## src/rtl/lcd_host_port.sv

```systemverilog
module lcd_host_port #(
  parameter int AW   = 6,
  parameter int HOLD = 2
) (
  input  logic          clk,
  input  logic          rst,
  input  logic [3:0]    cas_id,
  input  logic [3:0]    tile_sel,
  input  logic          wr_en,
  input  logic          rd_en,
  input  logic          cmd_n_data,
  input  logic [7:0]    bus_in,
  output logic [7:0]    bus_out,
  output logic          bus_oe,
  output logic          busy,
  output logic          ram_we,
  output logic          ram_re,
  output logic [AW-1:0] ram_addr,
  output logic [7:0]    ram_wdata,
  input  logic [7:0]    ram_rdata
);

  localparam int CW = $clog2(HOLD + 1);

  logic          hit, take, take_dat, take_cmd;
  logic [CW-1:0] cnt;
  logic [AW-1:0] col, wr_addr;
  logic [7:0]    wr_data;
  logic          rmw_mode, pend_we, rd_phase, mod_phase;

  assign hit      = (tile_sel == cas_id);
  assign take     = hit && wr_en && !busy;
  assign take_dat = take && !cmd_n_data;
  assign take_cmd = take && cmd_n_data;
  assign busy     = (cnt != '0);

  always_ff @(posedge clk) begin
    if (rst) cnt <= '0;
    else if (take_dat) cnt <= CW'(HOLD);
    else if (cnt != '0) cnt <= cnt - 1'b1;
  end

  always_ff @(posedge clk) begin
    if (rst) begin
      col      <= '0;
      rmw_mode <= 1'b0;
    end else if (take_dat) begin
      col <= col + 1'b1;
    end else if (take_cmd) begin
      if (bus_in[7:6] == 2'b00) col <= bus_in[AW-1:0];
      else if (bus_in == 8'h40) rmw_mode <= 1'b1;
      else if (bus_in == 8'h41) rmw_mode <= 1'b0;
    end
  end

  always_ff @(posedge clk) begin
    if (rst) begin
      pend_we   <= 1'b0;
      rd_phase  <= 1'b0;
      mod_phase <= 1'b0;
      wr_addr   <= '0;
      wr_data   <= '0;
    end else begin
      pend_we   <= take_dat && !rmw_mode;
      rd_phase  <= take_dat && rmw_mode;
      mod_phase <= rd_phase;
      if (take_dat) begin
        wr_addr <= col;
        wr_data <= bus_in;
      end
    end
  end

  assign ram_addr  = wr_addr;
  assign ram_re    = rd_phase;
  assign ram_we    = pend_we || mod_phase;
  assign ram_wdata = mod_phase ? (ram_rdata | wr_data) : wr_data;

  assign bus_oe  = hit && rd_en;
  assign bus_out = bus_oe ? {busy, rmw_mode, 6'(col)} : 8'h00;


  busy_after_write_chk: assert property (@(posedge clk) disable iff (rst)
    (hit && wr_en && !cmd_n_data && !busy) |=> busy);


  busy_blocks_chk: assert property (@(posedge clk) disable iff (rst)
    busy |=> ($stable(col) && $stable(rmw_mode)));


  foreign_tile_chk: assert property (@(posedge clk) disable iff (rst)
    !hit |=> ($stable(col) && $stable(rmw_mode) && !ram_re));


  col_step_chk: assert property (@(posedge clk) disable iff (rst)
    (hit && wr_en && !cmd_n_data && !busy) |=> (col == $past(col) + 1'b1));


  merge_order_chk: assert property (@(posedge clk) disable iff (rst)
    ram_re |=> (ram_we && $stable(ram_addr)));


  ram_excl_chk: assert property (@(posedge clk) disable iff (rst)
    $onehot0({ram_we, ram_re}));


  we_source_chk: assert property (@(posedge clk) disable iff (rst)
    (ram_we && !$past(ram_re)) |-> $past(hit && wr_en && !cmd_n_data));

endmodule

```

## config.mk

```make
export PLATFORM = sky130hd
export DESIGN_NAME = lcd_host_port
export DESIGN_NICKNAME = d
export VERILOG_FILES = /design/src/rtl/lcd_host_port.sv
export SDC_FILE = /design/constraint.sdc
export NUM_CORES = 1
export LEC_CHECK = 0
export BUFFER_PORTS_ARGS = -buffer_cell sky130_fd_sc_hd__buf_2
export CAP_MARGIN = 0
export CORE_MARGIN = 2
export CORE_UTILIZATION = 41
export CTS_CLUSTER_SIZE = 25
export DETAILED_ROUTE_END_ITERATION = 10
export GPL_TIMING_DRIVEN = 0
export PLACE_DENSITY = 0.7
export SYNTH_ARGS = -nofsm -noshare
export SYNTH_HDL_FRONTEND = slang
export SYNTH_SLANG_ARGS = --single-unit
```

## constraint.sdc

```tcl
create_clock -name clk -period 1.6 [get_ports clk]
set_input_delay 0.08 -clock clk [delete_from_list [all_inputs] [get_ports clk]]
set_output_delay 0.08 -clock clk [all_outputs]
set_load 0.01 [all_outputs]
```

==> out/qor.yml, run 1 <==
min_period_over_period_pct: 93.6
die_area_sq_mm: 0.00367
tritoncts: "built"
postSynthCellCount: 137
clock_insertion_delay_worst_skew_ns: 0.32
max-slew-margin-rel_pct: 66.0
synth.distinct_cells: 29
nFillCells: 309
start_util_pct: 43.0
yosys.area.top_type: "dfxtp_1"
ctsLongestPathBuffers: 2
synth.cell_area_sq_mm: 0.00131
fin_setup_tns_ns: 0
net_count_synth: 167
grt_first_pass_wirelength_mm: 5.07
first_pass_iters: 4
reg2reg_from: "cnt[1]"
required_ns: 1.85
final_cell_count_no_fill: 238
yosysWarningCount: 0
cp.depth: 7
critPathSlowestCell: "dfxtp_2"
dr_vias: 1212
timing.critical_path.to: "col[4]"
globalRoute.totalOverflow: 0
fmax_mhz: 668
placed_area_sq_mm: 0.00163
multi_input_area_sq_um: 738
drv.max_cap_violation_count: 0
timing.final.hold_violations: 0
num_antenna_cells: 0
initialDrtViolationCount: 31
grtUsageTotal_pct: 18.1
fin_worst_skew_ns: 0.00408
gp_congestion: 0.787
critical_path_arrival_ns: 1.74
path_clk_slew_ns: 0.14
status: "completed"
cpLargestDelayFamily: "simple AND/OR/NAND/NOR gates"
vias_per_cell: 5.09
path_cells: "nor2_2 > and2_0 > buf_4 > nand3b_4 > buf_6 > mux2i_1 > o31ai_1"
cp_num_buf_inv: 2
wl_per_cell_um: 13.0
layout_min_cycle_time_ns: 1.50
seq_area_frac_synth_pct: 39.7
post_synth_top_area_share_pct: 39.7
final-seq-area_sq_um: 522
setup_viol_count_final: 0
synth_area_leaders: "dfxtp_1 40%, mux2i_1 15%, and3_1 5.2%, a21o_1 4.6%, nor2_1 4.6%"
timing.reg2reg.setup_slack_ns: 0.10
postSynthRegisterBits: 26
setup.worst_path.start_class: "flip-flop"
core-area_sq_mm: 0.00305
drive_gt1_share_pct: 34.5
ioPinCount: 55
finish.net_count: 225
worstRegToRegCells: 7
number_of_global_route_vias_before_repair: 1122
irDropWorstVdd_mv: 0.563
ctsRootBufferMaster: "clkbuf_4"
min_path_type: "in -> reg"
tightestPinTransition_ns: 0.507
htree_num_levels: 1
final-max-slew-violation-count: 0
numCtsBuffers: 3
placement_rows: 20
antenna_found_initial: 0
endpoint_kind: "flip-flop"
hold_slack_ns: 0.0188
dp.final_hpwl_mm: 2.43
powerDensity_mw_per_mm2: 732
placed_cells: 233
crit_path_max_fanout: 10
area_growth_syn_to_layout_pct: 29.2
io_buf_count: 52
leakage_nw: 1.03
crit-reg2reg-capture: "col[4]"
max_stage_delay_ns: 0.36
design_area_sq_mm: 0.00170
cp-startpoint: "cnt[1]"
cts.sink_count: 26
die_height_um: 60.6
wirelength_mm: 3.09
antenna_violating_nets_post_route: 0
grt_start_max_net_pins: 16
timing_worst_setup_path_type: "reg -> reg"
syn_area_per_cell_sq_um: 9.58
detail_route.drc_violations: 0
total_power_mw: 1.24
dieWidth_um: 60.6
==> cell usage in the layout, fill, tap and decap left out, drive strengths merged <==
| master | synthesis | layout |
|---|---|---|
| buf | 2 | 56 |
| dfxtp | 26 | 26 |
| mux2i | 20 | 20 |
| nor2 | 16 | 16 |
| and3 | 11 | 11 |
| clkbuf | 7 | 9 |
| a21o | 8 | 8 |
| o31ai | 6 | 6 |
| nor2b | 5 | 5 |
| nand3b | 5 | 5 |
| xor2 | 4 | 4 |
| o2111ai | 4 | 4 |
| a21oi | 3 | 3 |
| nand2 | 3 | 3 |
| and2 | 3 | 3 |
| inv | 2 | 2 |
| nor3b | 2 | 2 |
| nor3 | 2 | 2 |
| a311oi | 2 | 2 |
| nor4 | 2 | 2 |
| or2 | 1 | 1 |
| o21ai | 1 | 1 |
| nand4 | 1 | 1 |
| ha | 1 | 1 |
| bufinv | 0 | 1 |
==> synth_stat cells, drive strengths merged <==
master,count
a21o,8
a21oi,3
a311oi,2
and2,3
and3,11
buf,2
clkbuf,7
dfxtp,26
ha,1
inv,2
mux2i,20
nand2,3
nand3b,5
nand4,1
nor2,16
nor2b,5
nor3,2
nor3b,2
nor4,2
o2111ai,4
o21ai,1
o31ai,6
or2,1
xor2,4
==> through the flow <==
| step | worst slack [ns] | util, % |
|---|---|---|
| final | 0.103 | 55.5 |
| after global routing | -0.00486 | 55.5 |
| after CTS | 0.0348 | 55.3 |
| after global placement | -0.134 | 53.3 |
| after detailed placement | -0.152 | 53.3 |
| after floorplan | 0.147 | - |
==> worst min-delay path, cell delays in order <==
cell	delay (ns)
buf_2	0.10
mux2i_1	0.06
nor2_1	0.07
==> state kept, by name, summed over array words and instances (netlist names) <==
register   cells
cnt            2
col            6
mod_phase      1
pend_we        1
ram_addr       6
ram_re         1
rmw_mode       1
wr_data        8
==> layout make-up <==
type / count / share of cell area [%]
inverters: 2 / 0.443
repair buffers: 53 / 15.8
plain buffers: 9 / 3.10
well taps: 44 / 3.25
flip-flops and latches: 26 / 30.8
clock buffers: 3 / 1.33
clock inverters: 1 / 1.77
multi-input cells: 100 / 43.5
==> worst min path at each step <==
stage / startpoint / to / slack, ns / cells past startpoint
floorplan: bus_in[0] / wr_data[0] / 0.22 / 2
global placement: bus_in[0] / wr_data[0] / 0.36 / 3
detailed placement: bus_in[5] / wr_data[5] / 0.36 / 3
CTS: bus_in[5] / wr_data[5] / 0.02 / 3
global route: bus_in[0] / wr_data[0] / 0.01 / 3
finish: bus_in[0] / wr_data[0] / 0.02 / 3
==> what timing repair did <==
action | in CTS | in global routing
hold buffers | 0 | 0
gates resized for setup | 1 | 5
buffers inserted | 1 | 0
pin swaps | 1 | 0
endpoints found under the setup margin | 28 | 19
==> routing by layer <==
layer / track usage (%) / vias up / part of all wire, %
li1: - / 611 / -
met1: 24.3 / 562 / 44
met2: 29.3 / 35 / 49
met3: 3.62 / 4 / 6.2
met4: 5.90 / 0 / 1.0
met5: 0 / - / 0
==> power breakdown <==
part / switching, mW / internal, mW
clock network: 0.196 / 0.253
logic: 0.0754 / 0.0585
registers: 0.00471 / 0.653
total: 0.276 / 0.965
==> kinds of logic after synthesis <==
| group | synth area share [%] |
|---|---|
| mux | 15.3 |
| buf+inv | 4.29 |
| flops | 39.7 |
| simple gates | 23.6 |
| fa+ha+maj | 0.953 |
| compound gates | 13.5 |
| xor+xnor | 2.67 |
No activity file was read; power rests on OpenSTA's default activity.
==> run 2, diff against run 1 <==
--- a/config.mk
+++ b/config.mk
@@ -12,7 +12,7 @@
 export CTS_CLUSTER_SIZE = 25
 export DETAILED_ROUTE_END_ITERATION = 10
 export GPL_TIMING_DRIVEN = 0
-export PLACE_DENSITY = 0.7
+export PLACE_DENSITY_LB_ADDON = 0.12
 export SYNTH_ARGS = -nofsm -noshare
 export SYNTH_HDL_FRONTEND = slang
 export SYNTH_SLANG_ARGS = --single-unit
==> run 2 against run 1 <==
Worst hold slack is essentially flat. Clock power shrank 26%. Critical endpoint unchanged. Largest power group unchanged. Sequential cell count is the same. Highest routed layer unchanged. Worst setup slack gained 0.049 ns.
==> out/qor.yml, run 2 (synthesis gave the netlist of run 1 again) <==
top_register: "wr_data"
endpoint_kind: "flip-flop"
antenna_violating_nets_post_route: 0  # unchanged
area_growth_syn_to_layout_pct: 28.7
timing.critical_path.to: "col[4]"
tightestPinTransition_ns: 0.526  # +0.0189 ns
drv.max_cap_violation_count: 0  # unchanged
dieWidth_um: 60.6  # unchanged
crit-reg2reg-capture: "col[4]"
cp-startpoint: "cnt[1]"
min_path_type: "in -> reg"
internal_power_mw: 0.853  # -12%
htree_num_levels: 1  # unchanged
ctsRootBufferMaster: "clkbuf_4"
die_height_um: 60.6  # unchanged
tritoncts: "built"
worstRegToRegCells: 7  # unchanged
die_area_sq_mm: 0.00367  # unchanged
critical_path_arrival_ns: 1.70  # -0.04 ns
grt_start_max_net_pins: 15  # -1
wirelength_mm: 3.26  # +5.3%
gp_congestion: 0.765  # -2.7%
comb_power_share_pct: 12.3  # +1.5 points
io_buf_count: 52  # unchanged
critPathSlowestCell: "dfxtp_2"
rsz0062_at_grt: "false"
cts.sink_count: 26  # unchanged
min_period_over_period_pct: 90.5  # -3.0 points
vias_per_cell: 5.16  # +1.2%
grt_first_pass_wirelength_mm: 5.26  # +3.7%
power_frac_clock_pct: 29.4  # -6.8 points
number_of_flip_flops_in_the_largest_register: 8  # unchanged
final-max-slew-violation-count: 0  # unchanged
total_power_mw: 1.13  # -9.0%
clock_insertion_delay_worst_skew_ns: 0.32  # about the same
cp_num_buf_inv: 2  # unchanged
leakage_nw: 1.02  # -0.11%
number_of_global_route_vias_before_repair: 1195  # +6.5%
dr_vias: 1227  # +1.2%
antenna_found_initial: 0  # unchanged
fin_worst_skew_ns: 0.00103  # -0.00305 ns
placement_rows: 20  # unchanged
hold_buffers: 0  # unchanged
fmax_mhz: 690  # +3.4%
most_common_cell_after_layout_fill_and_taps_aside: "buf_2"
ctsLongestPathBuffers: 2  # unchanged
status: "completed"
start_util_pct: 43.0  # unchanged
power_switching_share_pct: 24.4  # +2.2 points
drive_gt1_share_pct: 35.1  # +0.52 points
setup_viol_count_final: 0  # unchanged
max_stage_delay_ns: 0.35  # about the same
fin_setup_tns_ns: 0  # unchanged
irDropWorstVdd_mv: 0.646  # +15%
timing_worst_setup_path_type: "reg -> reg"
setup.worst_path.start_class: "flip-flop"
cp.depth: 7  # unchanged
path_cells: "nor2_2 > and2_4 > buf_6 > nand3b_4 > buf_8 > mux2i_1 > o31ai_1"
initialDrtViolationCount: 20  # -35%
crit_path_max_fanout: 10  # unchanged
p_sw_mw: 0.276  # -0.25%
timing.reg2reg.setup_slack_ns: 0.15  # +0.05 ns
path_clk_slew_ns: 0.14  # about the same
cpLargestDelayFamily: "simple AND/OR/NAND/NOR gates"
num_antenna_cells: 0  # unchanged
power_frac_seq_pct: 58.3  # +5.3 points
core-area_sq_mm: 0.00305  # unchanged
hold_slack_ns: 0.0192  # +0.000431 ns
wl_per_cell_um: 13.7  # +5.3%
layout_min_cycle_time_ns: 1.45  # -0.0486 ns
required_ns: 1.85  # about the same
first_pass_iters: 4  # unchanged
globalRoute.totalOverflow: 0  # unchanged
timing.final.hold_violations: 0  # unchanged
numCtsBuffers: 3  # unchanged
dp.final_hpwl_mm: 2.54  # +4.6%
finish.net_count: 225  # unchanged
reg2reg_from: "cnt[1]"
detail_route.drc_violations: 0  # unchanged
final_cell_mix: "52 x buf_2, 25 x dfxtp_1, 20 x mux2i_1"
max-slew-margin-rel_pct: 64.7  # -1.3 points
ioPinCount: 55  # unchanged
nFillCells: 319  # +3.2%
grtUsageTotal_pct: 19.0  # +0.92 points
powerDensity_mw_per_mm2: 668  # -8.7%
[run 2: how the worst min path moves through the flow]
| stage | slack (ns) | from | to | cells past startpoint |
|---|---|---|---|---|
| after floorplan | 0.22 | bus_in[0] | wr_data[0] | 2 |
| after global placement | 0.36 | bus_in[0] | wr_data[0] | 3 |
| after detailed placement | 0.37 | bus_in[1] | wr_data[1] | 3 |
| after CTS | 0.03 | bus_in[1] | wr_data[1] | 3 |
| after global routing | 0.02 | bus_in[1] | wr_data[1] | 3 |
| final | 0.02 | bus_in[1] | wr_data[1] | 3 |
[run 2: routing by layer]
| layer | wire, um | part of all wire [%] | GRT usage, % | vias to the layer above |
|---|---|---|---|---|
| met5 | 0 | 0 | 0 | - |
| met4 | 35 | 1.1 | 4.97 | 0 |
| met3 | 113 | 3.5 | 3.84 | 4 |
| met2 | 1660 | 51 | 33.3 | 25 |
| met1 | 1450 | 44 | 23.9 | 592 |
| li1 | - | - | - | 606 |
[run 2: power by group through the flow]
stage / Sequential (mW) / Clock [mW] / Combinational, mW
5_1_grt: 0.659 / 0.365 / 0.152
4_1_cts: 0.658 / 0.341 / 0.136
6_report: 0.658 / 0.332 / 0.139
2_1_floorplan: 0.670 / 0 / 0.0705
3_3_place_gp: 0.672 / 0 / 0.128
3_5_place_dp: 0.672 / 0 / 0.133
[run 2: stage by stage]
step | worst slack, ns | util, % | area (sq um) | std cells
floorplan | 0.147 | - | 1310 | 137
global placement | -0.0989 | 53.3 | 1630 | 233
detailed placement | -0.177 | 53.3 | 1630 | 233
CTS | 0.0482 | 54.8 | 1670 | 238
global route | 0.0143 | 55.3 | 1690 | 238
finish | 0.152 | 55.3 | 1690 | 238
[run 2: final cells by class]
class                           instances  area, sq um  area share (%)
Timing Repair Buffer                   53          268            15.9
Buffer                                  9         60.1            3.56
Clock buffer                            4         36.3            2.15
Inverter                                2         7.51           0.444
Multi-Input combinational cell        100          741            43.9
Tap cell                               44         55.1            3.26
Sequential cell                        26          522            30.9
[run 2: worst min-delay path, stage by stage]
cell and delay [ns]:
buf_2 0.10, mux2i_1 0.06, nor2_1 0.07
[run 2: timing repair]
action,CTS,global route
setup buffers,1,0
gates resized for setup,1,9
setup endpoints to repair,27,9
pin swaps,1,1
==> run 3, diff against run 2 <==
--- a/config.mk
+++ b/config.mk
@@ -13,6 +13,7 @@
 export DETAILED_ROUTE_END_ITERATION = 10
 export GPL_TIMING_DRIVEN = 0
 export PLACE_DENSITY_LB_ADDON = 0.12
+export SKIP_LAST_GASP = 1
 export SYNTH_ARGS = -nofsm -noshare
 export SYNTH_HDL_FRONTEND = slang
 export SYNTH_SLANG_ARGS = --single-unit
==> constraint.sdc (replaced) <==
create_clock -name clk -period 1.3 [get_ports clk]
set_input_delay 0.065 -clock clk [delete_from_list [all_inputs] [get_ports clk]]
set_output_delay 0.065 -clock clk [all_outputs]
set_load 0.01 [all_outputs]
==> run 3 against run 2 <==
The run now ends with setup timing left. Wire length rose by 6.8%. Highest routed layer unchanged. Fmax grew 4.9%. Sequential share of layout area fell by 1.6 points.
==> out/qor.yml, run 3 (synthesis gave the netlist of run 1 again) <==
die_area_sq_mm: 0.00367  # unchanged
number_of_global_route_vias_before_repair: 1109  # -7.2%
drive_gt1_share_pct: 43.8  # +8.7 points
timing_worst_setup_path_type: "reg -> reg"
drv.max_cap_violation_count: 0  # unchanged
top_register: "wr_data"
max_stage_delay_ns: 0.36  # about the same
antenna_found_initial: 0  # unchanged
critPathSlowestCell: "dfxtp_2"
start_util_pct: 43.0  # unchanged
detail_route.drc_violations: 0  # unchanged
core-area_sq_mm: 0.00305  # unchanged
layout_setup_ws_ns: -0.0812  # -0.233 ns
final-seq-area_sq_um: 536  # +2.6%
hold_buffers: 0  # unchanged
crit_path_max_fanout: 5  # -5
irDropWorstVdd_mv: 0.429  # -34%
final_cell_mix: "51 x buf_2, 20 x mux2i_1, 20 x dfxtp_1"
finish.net_count: 232  # +3.1%
finalCoreUtilization_pct: 59.9  # +4.5 points
setup_viol_count_final: 8  # +8
htree_num_levels: 1  # unchanged
ctsLongestPathBuffers: 2  # unchanged
fin_worst_skew_ns: 0.00413  # +0.00310 ns
placement_rows: 20  # unchanged
grt_start_max_net_pins: 15  # unchanged
grtUsageTotal_pct: 18.7  # -0.34 points
worstHoldEndpoint: "wr_data[0]"
worstRegToRegCells: 6  # -1
die_height_um: 60.6  # unchanged
worstHoldStart: "bus_in[0]"
io_buf_count: 52  # unchanged
final-max-slew-violation-count: 0  # unchanged
reg2reg_from: "cnt[0]"
rsz0062_at_grt: "true"
crit-reg2reg-capture: "col[1]"
max-slew-margin-rel_pct: 65.7  # +1.1 points
min_period_over_period_pct: 106  # +16 points
endpoint_kind: "flip-flop"
first_pass_iters: 4  # unchanged
ctsRootBufferMaster: "clkbuf_4"
wirelength_mm: 3.48  # +6.8%
grt_first_pass_wirelength_mm: 5.17  # -1.7%
ioPinCount: 55  # unchanged
required_ns: 1.53  # -0.32 ns
design_area_sq_mm: 0.00183  # +8.2%
path_clk_slew_ns: 0.14  # about the same
leakage_nw: 1.08  # +5.4%
vias_per_cell: 5.13  # -0.56%
violated_checks: "setup timing"
status: "complete, but fails checks"
fmax_mhz: 724  # +4.9%
globalRoute.totalOverflow: 0  # unchanged
gp_congestion: 0.796  # +4.1%
min_path_type: "in -> reg"
hold_path_depth: 3  # unchanged
cts.sink_count: 26  # unchanged
dp.final_hpwl_mm: 2.46  # -3.0%
dr_vias: 1256  # +2.4%
num_antenna_cells: 0  # unchanged
initialDrtViolationCount: 28  # +40%
numCtsBuffers: 3  # unchanged
tightestPinTransition_ns: 0.511  # -0.0157 ns
cp-startpoint: "cnt[0]"
placed_area_sq_mm: 0.00165  # +1.5%
wl_per_cell_um: 14.2  # +3.7%
multi_input_area_sq_um: 777  # +4.9%
layout_min_cycle_time_ns: 1.38  # -0.0670 ns
timing.final.hold_violations: 0  # unchanged
setup.worst_path.start_class: "flip-flop"
antenna_violating_nets_post_route: 0  # unchanged
nFillCells: 303  # -5.0%
number_of_flip_flops_in_the_largest_register: 8  # unchanged
dieWidth_um: 60.6  # unchanged
area_growth_syn_to_layout_pct: 39.3
tritoncts: "built"
path_cells: "nor2_2 > and2_4 > nand3b_4 > buf_4 > mux2i_1 > a311oi_1"
powerDensity_mw_per_mm2: 770  # +15%
timing.reg2reg.setup_slack_ns: -0.08  # -0.23 ns
most_common_cell_after_layout_fill_and_taps_aside: "buf_2"
clock_insertion_delay_worst_skew_ns: 0.32  # about the same
critical_path_arrival_ns: 1.61  # -0.09 ns
## run 3: layout make-up
cell class / count / area share (%)
Multi-Input combinational cell: 100 / 42.5
Tap cell: 44 / 3.01
Timing Repair Buffer: 62 / 19.6
Buffer: 7 / 3.15
Inverter: 2 / 0.411
Clock buffer: 4 / 1.98
Sequential cell: 26 / 29.3
## run 3: stage by stage
stage          cells  total power [mW]  setup TNS, ns  hold slack (ns)  worst slack (ns)
6_report         245              1.41         -0.268          0.00394           -0.0812
5_1_grt          245              1.48          -1.83          0.00832            -0.165
4_1_cts          239              1.41          -1.13          0.00218            -0.124
3_5_place_dp     233             0.998         -10.67            0.345            -0.445
3_3_place_gp     233             0.993         -10.75            0.346            -0.450
2_1_floorplan    137             0.916         -0.153            0.209           -0.0511
## run 3: routing by layer
metal  vias to the layer above  track usage, %  wire length (um)  part of all wire [%]
met5                         -               0                 0                     0
met4                         0            4.66                46                   1.3
li1                        621               -                 -                     -
met3                         6            2.99               237                   6.8
met1                       576            26.7              1500                    43
met2                        53            29.6              1700                    49
## run 3: worst max-delay path: cells and delay by family (launching register included)
| kind | cells | cell delay, ns |
|---|---|---|
| flops | 1 | 0.36 |
| mux | 1 | 0.11 |
| compound gates | 1 | 0.21 |
| simple gates | 3 | 0.45 |
| buf+inv | 1 | 0.16 |
## run 3: how the worst max path moves through the flow
stage	slack (ns)	endpoint	cells past startpoint
2_1_floorplan	-0.05	col[2]	6
3_3_place_gp	-0.45	col[4]	7
3_5_place_dp	-0.44	col[4]	7
4_1_cts	-0.12	col[2]	7
5_1_grt	-0.16	col[4]	6
6_report	-0.08	col[1]	6
## run 3: timing repair
| item | CTS | global route |
|---|---|---|
| pin swaps | 3 | 3 |
| setup buffers | 3 | 6 |
| gates cloned | 0 | 1 |
| gates resized for setup | 12 | 13 |
| endpoints found under the setup margin | 42 | 31 |
## run 3: power breakdown
part / leakage [nW] / total, mW / internal, mW / switching (mW)
Sequential: 0.213 / 0.804 / 0.798 / 0.00540
Clock: 0.0210 / 0.411 / 0.171 / 0.240
Combinational: 0.845 / 0.194 / 0.0883 / 0.105
